File: config.mk
export PLATFORM = sky130hd
export DESIGN_NAME = adc_scan_ctrl
export DESIGN_NICKNAME = d
export VERILOG_FILES = /design/src/rtl/adc_scan_pkg.sv /design/src/rtl/adc_clk_div.sv /design/src/rtl/adc_result_bank.sv /design/src/rtl/adc_scan_fsm.sv /design/src/rtl/adc_scan_ctrl.sv
export SDC_FILE = /design/constraint.sdc
export NUM_CORES = 1
export LEC_CHECK = 0
export BUFFER_PORTS_ARGS = -buffer_cell sky130_fd_sc_hd__buf_2
export CAP_MARGIN = 20
export CORE_MARGIN = 2
export CORE_UTILIZATION = 52
export DETAILED_ROUTE_END_ITERATION = 10
export PLACE_DENSITY_LB_ADDON = 0.2
export SLEW_MARGIN = 20
export SYNTH_ARGS = -nofsm -noshare
export SYNTH_HDL_FRONTEND = slang
export SYNTH_SLANG_ARGS = --single-unit
File: constraint.sdc
create_clock -name clk -period 6.1 [get_ports clk]
set_input_delay 0.61 -clock clk [delete_from_list [all_inputs] [get_ports clk]]
set_output_delay 0.61 -clock clk [all_outputs]
set_load 0.1 [all_outputs]
File: src/rtl/adc_scan_pkg.sv
package adc_scan_pkg;

  localparam int NUM_CH      = 8;
  localparam int CH_PER_GRP  = 4;
  localparam int RES_W       = 10;
  localparam int CKS_W       = 2;
  localparam int FIRST_TICKS = 3;
  localparam int NEXT_TICKS  = 2;

  localparam int CH_W  = $clog2(NUM_CH);
  localparam int OFF_W = $clog2(CH_PER_GRP);
  localparam int GRP_W = CH_W - OFF_W;
  localparam int DIV_W = (1 << CKS_W) + 1;
  localparam int WIN_W = DIV_W + 3;

  // control word layout
  localparam int B_RUN  = 0;
  localparam int B_IE   = 1;
  localparam int B_FLAG = 2;
  localparam int B_CKS  = 3;
  localparam int B_GRP  = B_CKS + CKS_W;
  localparam int B_SPAN = B_GRP + GRP_W;
  localparam int CTL_W  = B_SPAN + OFF_W;

  typedef enum logic [1:0] {
    S_IDLE   = 2'd0,
    S_SAMPLE = 2'd1,
    S_CONV   = 2'd2
  } scan_state_e;

  // divided conversion clock period in system cycles
  function automatic logic [DIV_W-1:0] div_period(input logic [CKS_W-1:0] cks);
    return DIV_W'(2) << cks;
  endfunction

  // sampling window length in system cycles
  function automatic logic [WIN_W-1:0] win_cycles(input logic [CKS_W-1:0] cks,
                                                  input logic first);
    logic [WIN_W-1:0] per;
    per = WIN_W'(div_period(cks));
    return first ? per * WIN_W'(FIRST_TICKS) : per * WIN_W'(NEXT_TICKS);
  endfunction

endpackage

File: src/rtl/adc_clk_div.sv
module adc_clk_div
  import adc_scan_pkg::*;
(
  input  logic             clk,
  input  logic             rst_n,
  input  logic [CKS_W-1:0] cks,
  output logic             tick
);

  logic [DIV_W-1:0] cnt;
  logic [DIV_W-1:0] last;

  always_comb last = div_period(cks) - DIV_W'(1);

  assign tick = (cnt >= last);

  always_ff @(posedge clk or negedge rst_n) begin
    if (!rst_n)    cnt <= '0;
    else if (tick) cnt <= '0;
    else           cnt <= cnt + DIV_W'(1);
  end

  // period is at least two cycles, so ticks never touch
  p_tick_spacing_r12: assert property (@(posedge clk) disable iff (!rst_n)
    tick |=> !tick);

endmodule

File: src/rtl/adc_result_bank.sv
module adc_result_bank #(
  parameter int DEPTH = 8,
  parameter int DW    = 10
) (
  input  logic                     clk,
  input  logic                     rst_n,
  input  logic                     wr_en,
  input  logic [$clog2(DEPTH)-1:0] wr_idx,
  input  logic [DW-1:0]            wr_data,
  input  logic [$clog2(DEPTH)-1:0] rd_idx,
  output logic [DW-1:0]            rd_data
);

  localparam int AW = $clog2(DEPTH);

  logic [DW-1:0] slot [DEPTH];

  for (genvar i = 0; i < DEPTH; i++) begin : g_slot
    always_ff @(posedge clk or negedge rst_n) begin
      if (!rst_n)                            slot[i] <= '0;
      else if (wr_en && (wr_idx == AW'(i)))  slot[i] <= wr_data;
    end
  end

  assign rd_data = slot[rd_idx];

endmodule

File: src/rtl/adc_scan_fsm.sv
module adc_scan_fsm
  import adc_scan_pkg::*;
(
  input  logic             clk,
  input  logic             rst_n,
  input  logic             run,
  input  logic             tick,
  input  logic [CKS_W-1:0] cks,
  input  logic [GRP_W-1:0] grp,
  input  logic [OFF_W-1:0] span,
  input  logic             conv_done,
  output logic [CH_W-1:0]  ch_sel,
  output logic             sample_o,
  output logic             conv_start,
  output logic             store_en,
  output logic             wrap_evt
);

  scan_state_e      st;
  logic [OFF_W-1:0] off;
  logic [WIN_W-1:0] cnt;
  logic             start_q;
  logic             last_ch;

  assign last_ch    = (off == span);
  assign ch_sel     = {grp, off};
  assign sample_o   = (st == S_SAMPLE);
  assign conv_start = start_q;
  assign store_en   = (st == S_CONV) && conv_done;
  assign wrap_evt   = store_en && last_ch;

  always_ff @(posedge clk or negedge rst_n) begin
    if (!rst_n) begin
      st      <= S_IDLE;
      off     <= '0;
      cnt     <= '0;
      start_q <= 1'b0;
    end else begin
      start_q <= 1'b0;
      if (!run) begin
        st  <= S_IDLE;
        off <= '0;
      end else begin
        unique case (st)
          S_IDLE: if (tick) begin
            st  <= S_SAMPLE;
            off <= '0;
            cnt <= win_cycles(cks, 1'b1) - WIN_W'(1);
          end
          S_SAMPLE: begin
            if (cnt == '0) begin
              st      <= S_CONV;
              start_q <= 1'b1;
            end else begin
              cnt <= cnt - WIN_W'(1);
            end
          end
          S_CONV: if (conv_done) begin
            st  <= S_SAMPLE;
            off <= last_ch ? '0 : off + OFF_W'(1);
            cnt <= win_cycles(cks, 1'b0) - WIN_W'(1);
          end
          default: st <= S_IDLE;
        endcase
      end
    end
  end

  p_start_pulse_r4: assert property (@(posedge clk) disable iff (!rst_n)
    conv_start |=> !conv_start);

  p_no_overlap_r3: assert property (@(posedge clk) disable iff (!rst_n)
    !(sample_o && conv_start));

  p_wait_state_r10: assert property (@(posedge clk) disable iff (!rst_n)
    !run |=> (!sample_o && !conv_start));

  p_in_group_r5: assert property (@(posedge clk) disable iff (!rst_n)
    sample_o |-> (ch_sel[OFF_W-1:0] <= span));

endmodule

File: src/rtl/adc_scan_ctrl.sv
module adc_scan_ctrl
  import adc_scan_pkg::*;
(
  input  logic             clk,
  input  logic             rst_n,
  input  logic             ctl_we,
  input  logic [CTL_W-1:0] ctl_wdata,
  output logic [CTL_W-1:0] ctl_rdata,
  input  logic [CH_W-1:0]  rd_idx,
  output logic [RES_W-1:0] rd_data,
  output logic             irq,
  output logic [CH_W-1:0]  ch_sel,
  output logic             sample_o,
  output logic             conv_start,
  input  logic             conv_done,
  input  logic [RES_W-1:0] conv_result
);

  logic             run_q;
  logic             ie_q;
  logic             flag_q;
  logic [CKS_W-1:0] cks_q;
  logic [GRP_W-1:0] grp_q;
  logic [OFF_W-1:0] span_q;

  logic tick;
  logic store_en;
  logic wrap_evt;

  always_ff @(posedge clk or negedge rst_n) begin
    if (!rst_n) begin
      run_q  <= 1'b0;
      ie_q   <= 1'b0;
      cks_q  <= '0;
      grp_q  <= '0;
      span_q <= '0;
    end else if (ctl_we) begin
      run_q  <= ctl_wdata[B_RUN];
      ie_q   <= ctl_wdata[B_IE];
      cks_q  <= ctl_wdata[B_CKS +: CKS_W];
      grp_q  <= ctl_wdata[B_GRP +: GRP_W];
      span_q <= ctl_wdata[B_SPAN +: OFF_W];
    end
  end

  // sweep-complete flag: set wins over a clearing write
  always_ff @(posedge clk or negedge rst_n) begin
    if (!rst_n)                              flag_q <= 1'b0;
    else if (wrap_evt)                       flag_q <= 1'b1;
    else if (ctl_we && !ctl_wdata[B_FLAG])   flag_q <= 1'b0;
  end

  assign ctl_rdata = {span_q, grp_q, cks_q, flag_q, ie_q, run_q};
  assign irq       = flag_q && ie_q;

  adc_clk_div u_div (
    .clk   (clk),
    .rst_n (rst_n),
    .cks   (cks_q),
    .tick  (tick)
  );

  adc_scan_fsm u_fsm (
    .clk        (clk),
    .rst_n      (rst_n),
    .run        (run_q),
    .tick       (tick),
    .cks        (cks_q),
    .grp        (grp_q),
    .span       (span_q),
    .conv_done  (conv_done),
    .ch_sel     (ch_sel),
    .sample_o   (sample_o),
    .conv_start (conv_start),
    .store_en   (store_en),
    .wrap_evt   (wrap_evt)
  );

  adc_result_bank #(.DEPTH(NUM_CH), .DW(RES_W)) u_bank (
    .clk     (clk),
    .rst_n   (rst_n),
    .wr_en   (store_en),
    .wr_idx  (ch_sel),
    .wr_data (conv_result),
    .rd_idx  (rd_idx),
    .rd_data (rd_data)
  );

  p_flag_source_r7: assert property (@(posedge clk) disable iff (!rst_n)
    $rose(flag_q) |-> $past(wrap_evt));

  p_scan_needs_run_r9: assert property (@(posedge clk) disable iff (!rst_n)
    wrap_evt |-> run_q);

  p_irq_cause_r8: assert property (@(posedge clk) disable iff (!rst_n)
    $rose(irq) |-> ($past(wrap_evt) || $past(ctl_we)));

endmodule

Word level (Yosys, flattened, before mapping)
Cells that the tools add are included.
{"block": "op_classes", "add_sub_neg": 6, "n_mul": 1, "magnitude_cmp": 2, "n_eq_ne": 17, "n_shift": 1, "muxes": 23, "bitwise": 1, "reduce_logical": 21}
{"operator": "$bmux W10 S3", "n": 1}
{"operator": "$mux W8", "n": 3}
{"operator": "$pmux W8 S3", "n": 1}
{"operator": "$mux W10", "n": 2}
{"operator": "$mux W2", "n": 8}
{"operator": "$eq A3 B3 Y1 const B", "n": 4}
{"operator": "$logic_and A1 B1 Y1", "n": 12}
{"operator": "$logic_not A8 Y1", "n": 1}
{"operator": "$sub A7 B1 Y8 const B", "n": 1}
{"operator": "$sub A8 B1 Y8 const B", "n": 1}
{"operator": "$mul A5 B2 Y7 const B", "n": 1}
{"operator": "$sub A6 B1 Y7 const B", "n": 1}
{"operator": "$eq A3 B2 Y1 const B", "n": 2}
{"operator": "$ne A2 B2 Y1 const B", "n": 3}
{"operator": "$ne A3 B3 Y1 const B", "n": 2}
{"operator": "$pmux W2 S3", "n": 1}
{"operator": "$reduce_and A3 Y1", "n": 2}
{"operator": "$add A5 B1 Y5 const B", "n": 1}
{"operator": "$ge A5 B5 Y1", "n": 1}
{"operator": "$mux W1", "n": 5}
{"operator": "$mux W5", "n": 1}
{"operator": "$reduce_and A5 Y1", "n": 1}
{"operator": "$shl A2 B2 Y5 const A", "n": 1}
{"operator": "$sub A5 B1 Y5 const B", "n": 1}
{"operator": "15 further kinds", "n": 15}
{"block": "totals", "ff_bits": 106, "in_bits": 25, "output_inout_bits": 24, "word_cells": 91}

Logic depth before layout (Yosys ltp)
Gate-level depths: netlist (run 1).
{"block": "depth", "ltp_word": 6, "ltp_mapped": 8}

Cells and area by module
Synthesis (run 1) repeated with hierarchy kept, for this count alone.
{"block": "unflattened", "cells_unflattened": 382, "area_unflattened_um2": 5413.9}
{"mod": "adc_result_bank", "instances": 1, "cells_each": 210, "area_per_inst_um2": 3694.8, "seq_area_each_um2": 2001.9}
{"mod": "adc_scan_fsm", "instances": 1, "cells_each": 119, "area_per_inst_um2": 1049.8, "seq_area_each_um2": 325.3}
{"mod": "adc_scan_ctrl", "instances": 1, "cells_each": 23, "area_per_inst_um2": 366.6, "seq_area_each_um2": 200.2}
{"mod": "adc_clk_div", "instances": 1, "cells_each": 30, "area_per_inst_um2": 302.8, "seq_area_each_um2": 125.1}

Worst setup path before layout (run 1)
No wires, ideal clock.
{"block": "synth_path", "kind": "reg2reg", "startpoint": "register cks_q[1]", "endpoint": "register u_fsm.cnt[4]", "setup_time_ns": 0.121, "arrival_time_ns": 2.524, "required_time_ns": 5.979, "setup_slack_ns": 3.455, "stages_incl_launch_ff": 9, "period_less_slack_ns": 2.645, "path_cell_list": "dfrtp_1 > clkbuf_1 > nand2_1 > ha_1 > o211ai_1 > o211ai_1 > clkbuf_1 > o2111ai_1 > a22o_1"}
{"block": "synth_between", "elab_chain_cells": 5, "word_cells_on_any_way": 11, "classes_between": "add/sub: 3; mul: 1; order compare: 1; eq/ne: 1; shift: 1; mux: 3; reduce/logical: 1"}
{"element": "from (decl)", "line_no": "adc_scan_ctrl.sv:22", "rtl": "logic [CKS_W-1:0] cks_q;"}
{"element": "from (signal assigned)", "line_no": "adc_scan_ctrl.sv:40", "rtl": "cks_q <= ctl_wdata[B_CKS +: CKS_W];"}
{"element": "$shl A2 B2 Y5 (*)", "line_no": "adc_scan_pkg.sv:33", "rtl": "return DIV_W'(2) << cks;"}
{"element": "$mul A5 B2 Y7 or $sub A5 B1 Y5 (tied branches)", "line_no": "adc_scan_pkg.sv:41, adc_clk_div.sv:13"}
{"element": "$sub A7 B1 Y8 or $ge A5 B5 Y1 (tied branches)", "line_no": "adc_scan_fsm.sv:48, adc_clk_div.sv:15"}
{"element": "$mux W8 or $ne A2 B2 Y1 (tied branches)"}
{"element": "$pmux W8 S3 or $reduce_and A5 Y1 (tied branches)"}
{"element": "to (signal assigned)", "line_no": "adc_scan_fsm.sv:48", "rtl": "cnt <= win_cycles(cks, 1'b1) - WIN_W'(1);"}
{"element": "to (signal assigned)", "line_no": "adc_scan_fsm.sv:55", "rtl": "cnt <= cnt - WIN_W'(1);"}
{"element": "to (signal assigned)", "line_no": "adc_scan_fsm.sv:61", "rtl": "cnt <= win_cycles(cks, 1'b0) - WIN_W'(1);"}
{"element": "to (decl)", "line_no": "adc_scan_fsm.sv:21", "rtl": "logic [WIN_W-1:0] cnt;"}
Every way passes the cells marked *; elsewhere a longest branch is shown, timed or not. The select of a mux whose other input is x is not followed.
A chain may end at the register's enable or synchronous reset.

Final worst setup path (run 1)
{"block": "layout_path", "startpoint": "input rd_idx[0]", "endpoint": "output rd_data[1]"}
{"block": "layout_between", "elab_chain_cells": 4}
{"element": "from (decl)", "line_no": "adc_scan_ctrl.sv:9", "rtl": "input logic [CH_W-1:0] rd_idx,"}
{"element": "$not A3 Y4 (implied by the code)", "line_no": "adc_result_bank.sv:25", "rtl": "assign rd_data = slot[rd_idx];"}
{"element": "$bmux W10 S3", "line_no": "adc_result_bank.sv:25"}
{"element": "$mux W10 (implied by the code) (2 in series)", "line_no": "adc_result_bank.sv:25"}
{"element": "to (decl)", "line_no": "adc_scan_ctrl.sv:10", "rtl": "output logic [RES_W-1:0] rd_data,"}
No other way between the ends. The select of a mux whose other input is x is not followed.

==> summary by stage, run 1 <==
Final layout
The final-stage net count is 452. Counting the fill cells in the layout gives 828. In the final layout, the multi-input gates occupy 2417 um2. The antenna diode count is 0. Of the cells placed in the final design, the portion with a size suffix greater than 1 is 0.4519. Summing all flip-flop and latch instances after layout gives 2653 um2. The final standard cell utilization of the core is 0.5840. From synthesis to final layout, the design area changed by 9.269%. The non-filler instance count after layout is 549.

Clock network
The clock passes through at most 2 buffers. The number of H-tree levels is 3. The later pin in the worst-skew pair is clocked with a latency of 370 ps. For this design, the sink count on the clock tree is 106. The cell chosen for the clock root is sky130_fd_sc_hd__clkbuf_8. Once the clock tree was built, the resizer swapped 0 gates to a different size.

The clock transition at the register clock pins on the worst setup and hold paths after CTS is 100 ps. The number of buffers inserted by hold repair at cts is 0. The number of buffers inserted during clock tree synthesis is 9. In this run the post-CTS setup repair buffer count came out at 0.

The CTS tree is built.

Setup path
The critical setup path kind is in -> out. The type of destination of the critical path is a primary output. The worst-path maximum fanout is 20. Data arrives at the worst endpoint at 2350 ps. The critical path goes through buf_2 > mux4_2 > mux2_2 > buf_2. The worst setup path is launched from a primary input. The top cell family by delay on the critical path is multiplexers. The buffers plus inverters on the worst setup path is 2.

The cell that appears most often on the critical path is sky130_fd_sc_hd__buf_2. The peak per-stage delay on the critical path is 590 ps. The critical path data required time is 5490 ps. For this design, the slowest cell found on the critical path is sky130_fd_sc_hd__mux4_2.

Detailed routing
After detailed routing, the total wire length is 9987 um. In this run the remaining antenna-violating nets after routing total 0. The total via count in the routed design is 3200. In the routed design, unresolved DRC markers number 0.

The per-cell via count in the routed design is 5.829. The first routing iteration left 105 violations. The first-pass detailed-route iteration total is 4.

The mean routed wirelength per cell is 18.19 um.

Yosys
For this run, the leading register cell type out of synthesis is sky130_fd_sc_hd__dfrtp_1. The count of unique library cells instantiated by Yosys is 48. After synthesis the cells add up to 5224 um2. Yosys mapped a number of flops with a built-in enable equal to 0.

In the post-synthesis netlist, the biggest area contributors are sky130_fd_sc_hd__dfrtp_1, sky130_fd_sc_hd__mux2_2, sky130_fd_sc_hd__mux4_2. The library cell occupying the most area in the post-synthesis netlist is sky130_fd_sc_hd__dfrtp_1. After synthesis the netlist holds a flip-flop and latch count of 106.

The proportion of synthesized flip-flops having asynchronous set or reset is 1.000. The count of warnings emitted by yosys is 0. The synthesized netlist net count is 414. The share of the Yosys chip area taken by registers is 0.5078. Synthesis handed over a netlist of 374 instances. The synthesized area per cell is 13.97 um2.

The fraction of post-synthesis cell area in the top cell type by area is 0.5078.

Power and ir drop
The sequential cell fraction of total power is 0.505. The proportion of power drawn by combinational gates is 0.262. The design internal power is 1.141 mW.

The switching part of the total power is 0.3345. The portion of total power attributed to the clock network is 0.233. The total power after layout is 1.714 mW. The switching power total is 573.4 uW. Across the VDD grid, the largest voltage drop is 183.2 uV. The leakage power of the design is 2.787 nW. The power density over the cells is 300.3 nW/um2.

Timing
At the pin with the least slew margin, the transition time is 897.8 ps. Subtracting the final worst setup slack from the clock period gives 2960 ps. The clock skew after layout is 10.05 ps. The worst pin sits at a relative slew slack of 0.4015. Setup repair after global routing left no endpoint under its margin. The final hold violation count is 0. The total negative slack is 0 ps. Timing would allow up to 337.9 MHz. The final period utilization is 0.4852. The number of pins exceeding their max-slew limit in the final report is 0. Setup violations remaining at the end of the flow were counted as 0. In the post-route analysis, the smallest setup slack over all paths is 3140 ps.

Global routing
The initial antenna violation count came to 0. The global-route usage over all layers is 0.2026. The maximum number of pins on one net before global-route repair is 72.

The number of global-route vias before repair is 3374. Summed over all layers, the global routing overflow is 0. The first global-routing pass estimated 17030 um of wire.

Floorplanning
The standard cell core area is 9774 um2. The number of rows created at floorplan is 36. The effective utilization at floorplan is 0.5344. The die covers 10860 um2. During I/O placement, the number of pins put on the boundary was 49. In this run the horizontal extent of the chip is 104.2 um. In this run the vertical extent of the chip is 104.2 um.

Place
The pre-CTS setup slack is 3120 ps. Routability-driven placement finished with a final weighted congestion of 0.7746. The count of port buffers added during placement is 48. The half-perimeter wire length of the detailed placement result is 6476 um. After detailed placement, the design holds a cell count of 534.

Hold path
The class of the tightest hold or removal check is in -> async.

Status
The run finished with clean final reports.

Job
The tool flagged a number of max-cap violations equal to 0.
-- path summary, 6_finish.rpt --
kind,startpoint,end,slack [ps],cells after the start
min in group clk,ctl_wdata[4],cks_q[1],450,3
setup reg to reg,u_fsm.st[0],u_fsm.cnt[1],3360,6
hold / removal,rst_n,u_bank.slot[70],180,1
max in group asynchronous,rst_n,u_bank.slot[19],4660,2
hold reg to reg,u_bank.slot[50],u_bank.slot[50],510,1
setup / recovery,rd_idx[0],rd_data[1],3140,4
-- power groups by stage --
stage / combinational [mW] / clock [mW] / sequential [mW]
after global placement: 0.439 / 0 / 0.876
after global routing: 0.493 / 0.443 / 0.883
final: 0.449 / 0.399 / 0.866
after detailed placement: 0.455 / 0 / 0.879
after floorplan: 0.360 / 0 / 0.874
after CTS: 0.455 / 0.414 / 0.866
-- kinds of logic (layout without fill, tap and decap cells) --
logic type | Yosys count | count (layout) | share of synthesized area
mux | 120 | 120 | 0.3035
flops | 106 | 106 | 0.5078
xor+xnor | 5 | 5 | 0.008385
other cells | 1 | 1 | 0.0007179
buf+inv | 33 | 75 | 0.02946
simple gates | 58 | 58 | 0.06515
compound gates | 36 | 36 | 0.04910
fa+ha+maj | 15 | 15 | 0.03593
-- final cells by class --
cell class | count | share of cell area
well taps | 133 | 0.02915
flip-flops and latches | 106 | 0.4647
multi-input cells | 235 | 0.4235
repair buffers | 49 | 0.04384
clock buffers | 12 | 0.02718
clock inverters | 3 | 0.004384
inverters | 11 | 0.007234
-- state kept, by name, indices dropped and copies added (netlist names) --
| signal | flops |
|---|---|
| u_div.cnt | 5 |
| u_fsm.conv_start | 1 |
| flag_q | 1 |
| ie_q | 1 |
| run_q | 1 |
| span_q | 2 |
| u_fsm.st | 2 |
| u_bank.slot | 80 |
| grp_q | 1 |
| u_fsm.off | 2 |
| u_fsm.cnt | 8 |
| cks_q | 2 |
-- synth_stat cells, types with 3 or more instances --
master / number
sky130_fd_sc_hd__clkbuf_1: 10
sky130_fd_sc_hd__nand4_1: 9
sky130_fd_sc_hd__a22o_1: 6
sky130_fd_sc_hd__mux2_2: 95
sky130_fd_sc_hd__o211ai_1: 3
sky130_fd_sc_hd__nor2b_1: 3
sky130_fd_sc_hd__nor3_1: 3
sky130_fd_sc_hd__dfrtp_1: 106
sky130_fd_sc_hd__buf_2: 3
sky130_fd_sc_hd__or3_1: 3
sky130_fd_sc_hd__nand3_1: 4
sky130_fd_sc_hd__nand3_2: 4
sky130_fd_sc_hd__buf_1: 3
sky130_fd_sc_hd__buf_4: 5
sky130_fd_sc_hd__o21ai_0: 12
sky130_fd_sc_hd__xnor2_1: 3
sky130_fd_sc_hd__mux4_2: 20
sky130_fd_sc_hd__mux2_4: 3
sky130_fd_sc_hd__ha_1: 15
sky130_fd_sc_hd__nor2_1: 11
sky130_fd_sc_hd__inv_1: 11
sky130_fd_sc_hd__nand2_1: 9
-- worst reg2reg max path: cells and delay by family, from the launching register on --
family,cells,cell delay (ps)
fa+ha+maj,1,610
buf+inv,1,100
flops,1,430
mux,1,340
simple gates,2,650
compound gates,1,520
-- routing by layer --
| metal | share of wire | routed length (um) | up-vias | GRT usage |
|---|---|---|---|---|
| li1 | - | - | 1468 | - |
| met1 | 0.46 | 4603 | 1668 | 0.2666 |
| met2 | 0.49 | 4937 | 49 | 0.3374 |
| met3 | 0.024 | 240 | 15 | 0.03634 |
| met4 | 0.021 | 205 | 0 | 0.07625 |
| met5 | 0 | 0 | - | 0 |
-- metrics by stage --
stage | cell area [um2] | hold slack, ps
global placement | 5528 | 483.3
detailed placement | 5528 | 489.9
global route | 5708 | 208.2
floorplan | 5224 | 314.4
finish | 5708 | 180.1
CTS | 5708 | 183.5
-- cells in the final DEF, fill, tap and decap left out, types with 4 or more instances in the layout --
cell,Yosys,final
sky130_fd_sc_hd__o21ai_0,12,12
sky130_fd_sc_hd__nand3_2,4,4
sky130_fd_sc_hd__ha_1,15,15
sky130_fd_sc_hd__mux2_2,95,95
sky130_fd_sc_hd__mux4_2,20,20
sky130_fd_sc_hd__buf_2,3,47
sky130_fd_sc_hd__a22o_1,6,6
sky130_fd_sc_hd__nor2_1,11,11
sky130_fd_sc_hd__inv_1,11,11
sky130_fd_sc_hd__dfrtp_1,106,106
sky130_fd_sc_hd__nand3_1,4,4
sky130_fd_sc_hd__nand4_1,9,9
sky130_fd_sc_hd__clkbuf_8,0,11
sky130_fd_sc_hd__nand2_1,9,9
No activity file was read; power rests on OpenSTA's default activity.
==> run 2, diff against run 1 <==
--- a/config.mk
+++ b/config.mk
@@ -5,6 +5,7 @@
 export SDC_FILE = /design/constraint.sdc
 export NUM_CORES = 1
 export LEC_CHECK = 0
+export ABC_AREA = 1
 export BUFFER_PORTS_ARGS = -buffer_cell sky130_fd_sc_hd__buf_2
 export CAP_MARGIN = 20
 export CORE_MARGIN = 2
==> constraint.sdc (replaced) <==
create_clock -name clk -period 3.1 [get_ports clk]
set_input_delay 0.31 -clock clk [delete_from_list [all_inputs] [get_ports clk]]
set_output_delay 0.31 -clock clk [all_outputs]
set_load 0.1 [all_outputs]
==> run 2 against run 1 <==
Wire length is 16% higher. Count of clock-buffer cells in the layout shrank 2. Clock skew fell by 2.4 ps. Clock power up 92%. Critical path depth grew 3. Non-clock buffer count grew 6. Sequential power rose by 97%. Die area grew 0.66%. Register-to-register slack lost 2400 ps. Final cell count increased by 50%. Highest routed layer unchanged.
==> summary by stage, run 2 <==
Yosys
The number of flops mapped to enable cells by yosys is 0 (unchanged). The count of warnings emitted by yosys was 0 (unchanged). The synthesized instance count was 655 (+75%). The synthesized netlist net count came to 695 (+68%). The fraction of the yosys area taken by sequential cells is 0.5043 (-0.003503). The number of synthesized register bits is 106 (unchanged). The fraction of post-synthesis cell area in the top cell type by area is 0.5043 (-0.003503). The synthesized area per cell is 8.031 um2 (-43%).

By count the netlist is led by sky130_fd_sc_hd__nand2_1, sky130_fd_sc_hd__dfrtp_1, sky130_fd_sc_hd__o21ai_0. The share of synthesized cell area in full adder, half adder and majority cells was 0.03568 (-0.0002478). The share of the synthesized netlist area taken by xor and xnor gates is 0.006660 (-0.001723).

The main flop type after synthesis is sky130_fd_sc_hd__dfrtp_1. The area share of and/or/nand/nor cells after synthesis is 0.1970 (+0.1318). The most numerous cell in the Yosys netlist is sky130_fd_sc_hd__nand2_1. The portion of netlist area occupied by mux cells was 0 (-0.3035). Yosys attributes the largest share of cell area to sky130_fd_sc_hd__dfrtp_1, sky130_fd_sc_hd__nand2_1, sky130_fd_sc_hd__o21ai_0.

The count of unique library cells instantiated by Yosys is 31 (-35%). The cell area after technology mapping was 5260 um2 (+0.69%). By area, the combinational part of the netlist is dominated by simple AND/OR/NAND/NOR gates. The proportion of synthesized flip-flops having asynchronous set or reset is 1.000 (unchanged). The fraction of the mapped netlist area in compound gates is 0.1777 (+0.1286). Summed over all instances, the cell type with the most area after synthesis is sky130_fd_sc_hd__dfrtp_1.

Timing
The maximum clock rate is 412.0 MHz. The remaining max-slew budget at the tightest pin is 0.4803 (+0.07878). Of the available clock period, the critical path in the final layout requires 0.7829. The slew at the pin closest to its max-slew limit was 777.4 ps (-120.3 ps). The final-report setup violation count was 0 (unchanged). Setup repair after global routing left no endpoint under its margin. The post-route worst hold slack is 141.6 ps (-38.41 ps). The clock skew after layout is 7.623 ps (-2.432 ps). The total negative slack is 0 ps (unchanged). The number of pins exceeding their max-slew limit in the final report is 0 (unchanged).

The final hold violation count is 0 (unchanged). The clock period minus final worst setup slack is 2427 ps.

Detailed routing
The number of DRC markers after the initial detailed-route iteration came to 279 (+170%). The per-cell via count in the routed design is 5.291 (-9.2%). The final antenna-violating net count was 0 (unchanged). The detailed-route wire length was 11590 um (+16%).

The mean routed wirelength per cell is 14.07 um (-23%). The DRC violations left is 0 (unchanged). The first-pass detailed-route iteration total is 4 (unchanged). The total via count in the routed design came to 4360 (+36%).

Floorplanning
The die span in y is 104.6 um (+0.33%). The width of the die is 104.6 um (+0.33%). The standard cell core area came to 9774 um2 (unchanged).

The area of the die is 10940 um2 (+0.66%). The effective utilization at floorplan is 0.5381 (+0.003712). The number of rows created at floorplan was 36 (unchanged). The total I/O pin count is 49 (unchanged).

Setup path
The worst reg-to-reg path cell count is 6 (unchanged). The library cell appearing most often on the critical path is sky130_fd_sc_hd__buf_2. The critical path data required time came to 2790 ps (-2700 ps). The peak per-stage delay on the critical path is 510 ps (-80 ps). In this run the worst setup path terminates at rd_data[8]. The slowest cell on the critical path is sky130_fd_sc_hd__inv_2. The slack of the worst reg-to-reg path came to 930 ps (-2430 ps). Traced cell by cell, the critical path runs through buf_2 > inv_2 > o21ai_0 > o22ai_1 > inv_1 > o21ai_1 > buf_2. The type of destination of the critical path is a primary output. Tracing the worst setup path back leads to its startpoint at rd_idx[0]. The launching point of the worst reg2reg path is u_fsm.st[0].

The worst-path maximum fanout came to 39 (+95%). The critical path launch point type is a primary input. The critical setup path kind is in -> out.

The worst register-to-register path ends at u_bank.slot[44]. The data arrival time of the worst path is 2120 ps (-230 ps).

Final layout
Ranked by flip-flop count, first place goes to u_bank.slot. The final instance area was 5729 um2 (+0.37%). The antenna diode count is 0 (unchanged). Leaving out fill and tap cells, the most frequent cell in the layout is sky130_fd_sc_hd__nand2_1. Compared with the post-synthesis result, the final layout area differs by 8.920%. The sequential cell area is 2653 um2 (unchanged).

The number of flip-flops in the largest register is 80 (unchanged). The final-stage net count came to 726 (+61%). The largest registers in the layout are u_bank.slot (80), u_fsm.cnt (8), u_div.cnt (5). The combined area of the multi-input logic cells is 2197 um2 (-9.1%).

The number of inserted filler cells in the final layout was 909 (+9.8%). The ratio of cells with drive above 1 in the final layout is 0.1143 (-0.3376). Leaving out fill and tap cells, the most frequent cells in the layout are sky130_fd_sc_hd__nand2_1, sky130_fd_sc_hd__dfrtp_1, sky130_fd_sc_hd__o21ai_0. The non-filler instance count after layout is 824 (+50%).

Power and ir drop
The worst voltage drop across the vdd grid is 397.6 uV (+120%). The leakage power of the design is 2.883 nW (+3.4%). The power density over the cells was 625.0 nW/um2 (+110%).

Global routing
The number of global-route vias before repair is 4175 (+24%). The maximum number of pins on one net before global-route repair is 58 (-19%). The initial antenna violation count is 0 (unchanged). The total overflow reported by the global router is 0 (unchanged). The global-route usage over all layers was 0.2256 (+0.02291).

The first-pass GRT wire length is 19950 um (+17%).

Clock network
The CTS tree is built. The number of gates given a new drive strength after cts came to 0 (unchanged). The total clock sinks came to 106 (unchanged). The number of buffers on the longest clock path came to 2 (unchanged). The number of H-tree levels is 3 (unchanged). The clock transition at the register clock pins on the worst setup and hold paths after CTS came to 100 ps (about the same). The cell sitting at the root of the clock tree is a sky130_fd_sc_hd__clkbuf_8. The setup fix buffers added after clock tree synthesis is 0 (unchanged).

The number of buffers inserted during clock tree synthesis is 9 (unchanged). The number of buffers inserted by hold repair at cts was 1 (+1). The insertion delay to the later sink of the worst-skew pair is 370 ps (about the same).

Place
The count of port buffers added during placement is 48 (unchanged). The post-place instance area is 5549 um2 (+0.38%). The number of placed cells counting well taps is 807 (+51%). The half-perimeter wire length of the detailed placement result is 8129 um (+26%). The routability congestion estimate from global placement was 0.8700 (+12%).

Job
The max-cap check violation count came to 0 (unchanged).

Status
The flow ran to the end, and the final reports show no timing, DRC or antenna violations.

Hold path
The path class of the tightest hold or removal check is in -> reg.
## run 2: layout make-up
| class | instances | share of cell area |
|---|---|---|
| Inverter | 62 | 0.04062 |
| Tap cell | 133 | 0.02905 |
| Clock buffer | 10 | 0.02228 |
| Multi-Input combinational cell | 452 | 0.3835 |
| Clock inverter | 6 | 0.007425 |
| Timing Repair Buffer | 55 | 0.05416 |
| Sequential cell | 106 | 0.4630 |
## run 2: worst min path at each step
stage / startpoint / endpoint / slack [ps] / cells past startpoint
after global placement: rst_n / u_bank.slot[14] / 370 / 1
after detailed placement: rst_n / u_bank.slot[24] / 380 / 1
after floorplan: rst_n / cks_q[0] / 10 / 0
final: ctl_wdata[0] / run_q / 140 / 3
after global routing: ctl_wdata[4] / cks_q[1] / 140 / 3
after CTS: ctl_wdata[6] / span_q[0] / 130 / 3
## run 2: critical path, delay by kind of cell
family | cells | cell delay [ps]
AOI/OAI and AO/OA | 3 | 520
buffers and inverters | 4 | 1270
## run 2: kinds of logic (layout without fill, tap and decap cells)
logic type               Yosys count  in the layout
XOR/XNOR                           4              4
flip-flops                       106            106
adder cells (fa/ha/maj)           15             15
other                              1              1
AO/OA/AOI/OAI                    176            176
AND/OR/NAND/NOR                  256            256
buffers and inverters             97            133
## run 2: per-stage QoR
step / utilization / setup slack, ps / total power, mW
2_1_floorplan: - / 678.9 / 2.606
6_report: 0.5862 / 673.1 / 3.581
5_1_grt: 0.5862 / 466.2 / 3.831
3_3_place_gp: 0.5677 / 759.3 / 2.803
4_1_cts: 0.5862 / 686.0 / 3.608
3_5_place_dp: 0.5677 / 687.2 / 2.844
## run 2: routing by layer
layer  vias up  track usage  routed length (um)
li1       2190            -                   -
met5         -            0                   0
met4         0      0.06571                 133
met2        92       0.3777                5678
met1      2069       0.3038                5337
met3         9      0.03743                 443
## run 2: power by group
part	internal [mW]	switching, mW
Sequential	1.57	0.138
Clock	0.294	0.471
Combinational	0.333	0.778
==> run 3, diff against run 2 <==
==> constraint.sdc (replaced) <==
create_clock -name clk -period 2.1 [get_ports clk]
set_input_delay 0.21 -clock clk [delete_from_list [all_inputs] [get_ports clk]]
set_output_delay 0.21 -clock clk [all_outputs]
set_load 0.1 [all_outputs]
==> run 3 against run 2 <==
Flip-flop and latch count is the same. Sequential power increased by 48%. Core utilization increased by 2.8 points. Global-route usage up 1.2 points. Worst hold slack got worse by 100 ps. Largest cell class unchanged.
==> summary by stage, run 3 (synthesis gave the netlist of run 2 again) <==
Final layout
The number of inserted filler cells in the final layout was 894 (-1.7%). The area added between synthesis and finish is 14.11%. The final standard cell utilization of the core is 0.6141 (+0.02791). The number of flip-flops in the largest register is 80 (unchanged). The library cell used most frequently in the layout, excluding fill and tap cells, is sky130_fd_sc_hd__nand2_1. The library cells used most frequently in the layout, excluding fill and tap cells, are sky130_fd_sc_hd__nand2_1, sky130_fd_sc_hd__dfrtp_1, sky130_fd_sc_hd__o21ai_0.

The largest registers in the layout are u_bank.slot (80), u_fsm.cnt (8), u_div.cnt (5). The final instance area is 6002 um2 (+4.8%). The final-stage net count is 735 (+1.2%). The ratio of cells with drive above 1 in the final layout came to 0.1314 (+0.01710). u_bank.slot holds more flip-flops than any other register. The antenna diode count is 0 (unchanged).

Detailed routing
The DRC violations left is 0 (unchanged). The final antenna-violating net count is 0 (unchanged). The total via count in the routed design was 4503 (+3.3%). The detailed-route wire length was 12390 um (+6.9%). The mean routed wirelength per cell is 14.88 um (+5.7%). The per-cell via count in the routed design came to 5.406 (+2.2%).

The first-pass detailed-route iteration total is 5 (+1). The number of DRC markers after the initial detailed-route iteration is 256 (-8.2%).

Global routing
The maximum number of pins on one net before global-route repair is 44 (-24%). The met3 track utilization from global routing came to 0.03868 (+0.001248). The total overflow reported by the global router is 0 (unchanged). The met2 track utilization from global routing came to 0.3791 (+0.001401). The global routing stage identified its most utilized layer as met2. The first-pass GRT wire length is 20700 um (+3.8%). The global-route usage over all layers is 0.2378 (+0.01224). The initial antenna violation count is 0 (unchanged). The global routing met1 resource utilization is 0.3305 (+0.02664).

The number of global-route vias before repair came to 4336 (+3.9%).

Timing
The least setup slack across all paths after layout is 258.7 ps (-414.3 ps). The final period utilization is 0.8768. The total negative slack is 0 ps (unchanged).

The maximum clock rate is 543.1 MHz. The clock skew after layout is 6.712 ps (-0.9108 ps). Counting I/O delays and the setup requirement, the final critical path takes 1841 ps. The final hold violation count is 0 (unchanged). The final-report setup violation count came to 0 (unchanged). Setup repair after global routing left no endpoint under its margin. The number of pins exceeding their max-slew limit in the final report is 0 (unchanged).

Setup path
The critical path data required time is 2410 ps (-380 ps). Tracing the worst setup path back leads to its startpoint at cks_q[0]. The count of cell instances traversed by the critical path came to 10 (+3). The type of destination of the critical path is a flip-flop. The buffers plus inverters on the worst setup path is 0 (-4). The critical path ends at u_fsm.cnt[5]. The library cell appearing most often on the critical path is sky130_fd_sc_hd__nand2_1. The peak per-stage delay on the critical path came to 430 ps (-80 ps). The signal on the critical path passes through nand2_1 > ha_1 > nand2_1 > nor2_1 > nand2_1 > nand3_1 > nand2_1 > nor2_2 > nand2_1 > nand2_1. The critical path launch point type is a flip-flop.

The worst reg-to-reg path cell count is 10 (+4). The slack of the worst reg-to-reg path is 260 ps (-670 ps). The critical setup path kind is reg -> reg. The slowest cell on the critical path is sky130_fd_sc_hd__dfrtp_2. The destination of the worst register-to-register timing path is u_fsm.cnt[5]. The top cell family by delay on the critical path is simple AND/OR/NAND/NOR gates. In this run the critical register-to-register path is launched from cks_q[0]. The data arrival time of the worst path is 2150 ps (+30 ps). The worst-path maximum fanout came to 8 (-79%).

Job
The max-cap check violation count is 0 (unchanged).

Clock network
TritonCTS built the clock tree. The number of buffers on the longest clock path was 2 (unchanged). The insertion delay to the later sink of the worst-skew pair is 370 ps (about the same). The total clock sinks is 106 (unchanged).

The number of buffers inserted during clock tree synthesis is 9 (unchanged). The number of H-tree levels is 3 (unchanged). The clock transition at the register clock pins on the worst setup and hold paths after CTS is 100 ps (about the same). The cell chosen for the clock root is sky130_fd_sc_hd__clkbuf_8.

Power and ir drop
The power density over the cells is 928.8 nW/um2 (+49%). The total power after layout came to 5.575 mW (+56%). The worst voltage drop across the vdd grid came to 680.1 uV (+71%). The leakage power of the design was 2.996 nW (+3.9%).

Floorplanning
The area of the die is 10940 um2 (unchanged). The effective utilization at floorplan is 0.5381 (unchanged). The width of the die was 104.6 um (unchanged). The number of rows created at floorplan is 36 (unchanged). The standard cell core area is 9774 um2 (unchanged). The die span in y is 104.6 um (unchanged). The total I/O pin count was 49 (unchanged).

Place
The count of port buffers added during placement is 48 (unchanged). The half-perimeter wire length of the detailed placement result is 8519 um (+4.8%). The pre-CTS setup slack is 293.7 ps (-393.5 ps). The post-place instance area is 5788 um2 (+4.3%). The routability congestion estimate from global placement is 0.8523 (-2.0%).

Status
The flow ran to the end, and the final reports show no timing, DRC or antenna violations.

Hold path
In this run the worst hold path is classified as in -> reg.
-- run 3: changes by cell type in the layout (fill, tap and decap cells not counted), sizes merged --
cell      change
buf           +9
bufinv        +1
clkbuf        +1
clkinv        -1
clkinvlp      -1
-- run 3: how the worst min path moves through the flow --
stage / cells past startpoint / slack [ps] / to / start
after floorplan: 0 / -90 / cks_q[0] / rst_n
after global placement: 1 / 190 / u_bank.slot[10] / rst_n
after detailed placement: 1 / 190 / u_bank.slot[20] / rst_n
after CTS: 3 / 30 / ie_q / ctl_wdata[1]
after global routing: 3 / 50 / ie_q / ctl_wdata[1]
final: 3 / 40 / ie_q / ctl_wdata[1]
-- run 3: what timing repair did --
item / CTS / global route
setup buffers: 0 / 0
hold buffers: 1 / 0
endpoints found under the hold margin: 30 / 0
setup endpoints to repair: 0 / 0
resized for setup: 0 / 0
-- run 3: worst reg2reg max path, cell delays in order, from the launching register on --
cell and delay (ps):
sky130_fd_sc_hd__dfrtp_2 430, sky130_fd_sc_hd__nand2_1 110, sky130_fd_sc_hd__ha_1 280, sky130_fd_sc_hd__nand2_1 50, sky130_fd_sc_hd__nor2_1 90, sky130_fd_sc_hd__nand2_1 90, sky130_fd_sc_hd__nand3_1 130, sky130_fd_sc_hd__nand2_1 80
sky130_fd_sc_hd__nor2_2 340, sky130_fd_sc_hd__nand2_1 110, sky130_fd_sc_hd__nand2_1 80
-- run 3: report_power, final --
part	internal, mW	leakage, nW	switching, mW
clock network	0.594	0.101	0.713
logic	0.566	1.55	1.17
registers	2.31	1.35	0.218
-- run 3: final cells by class --
cell class                 count  area [um2]  area share
sequential                   106        2655      0.4424
multi-input combinational    452        2203      0.3671
timing repair buffer          64       540.5     0.09006
inverter                      62       232.7     0.03877
tap                          133       166.4     0.02773
clock buffer                  11       141.4     0.02356
clock inverter                 5       62.56     0.01042
-- run 3: layer usage --
layer  wire length, um  vias to the layer above
li1                  -                     2209
met1              5674                     2139
met2              5886                      134
met3               597                       21
met4               233                        0
met5                 0                        -
-- run 3: metrics by stage --
step,instances,hold slack [ps]
global route,833,54.51
global placement,816,186.1
detailed placement,816,188.2
floorplan,655,-85.59
CTS,833,31.83
finish,833,39.65
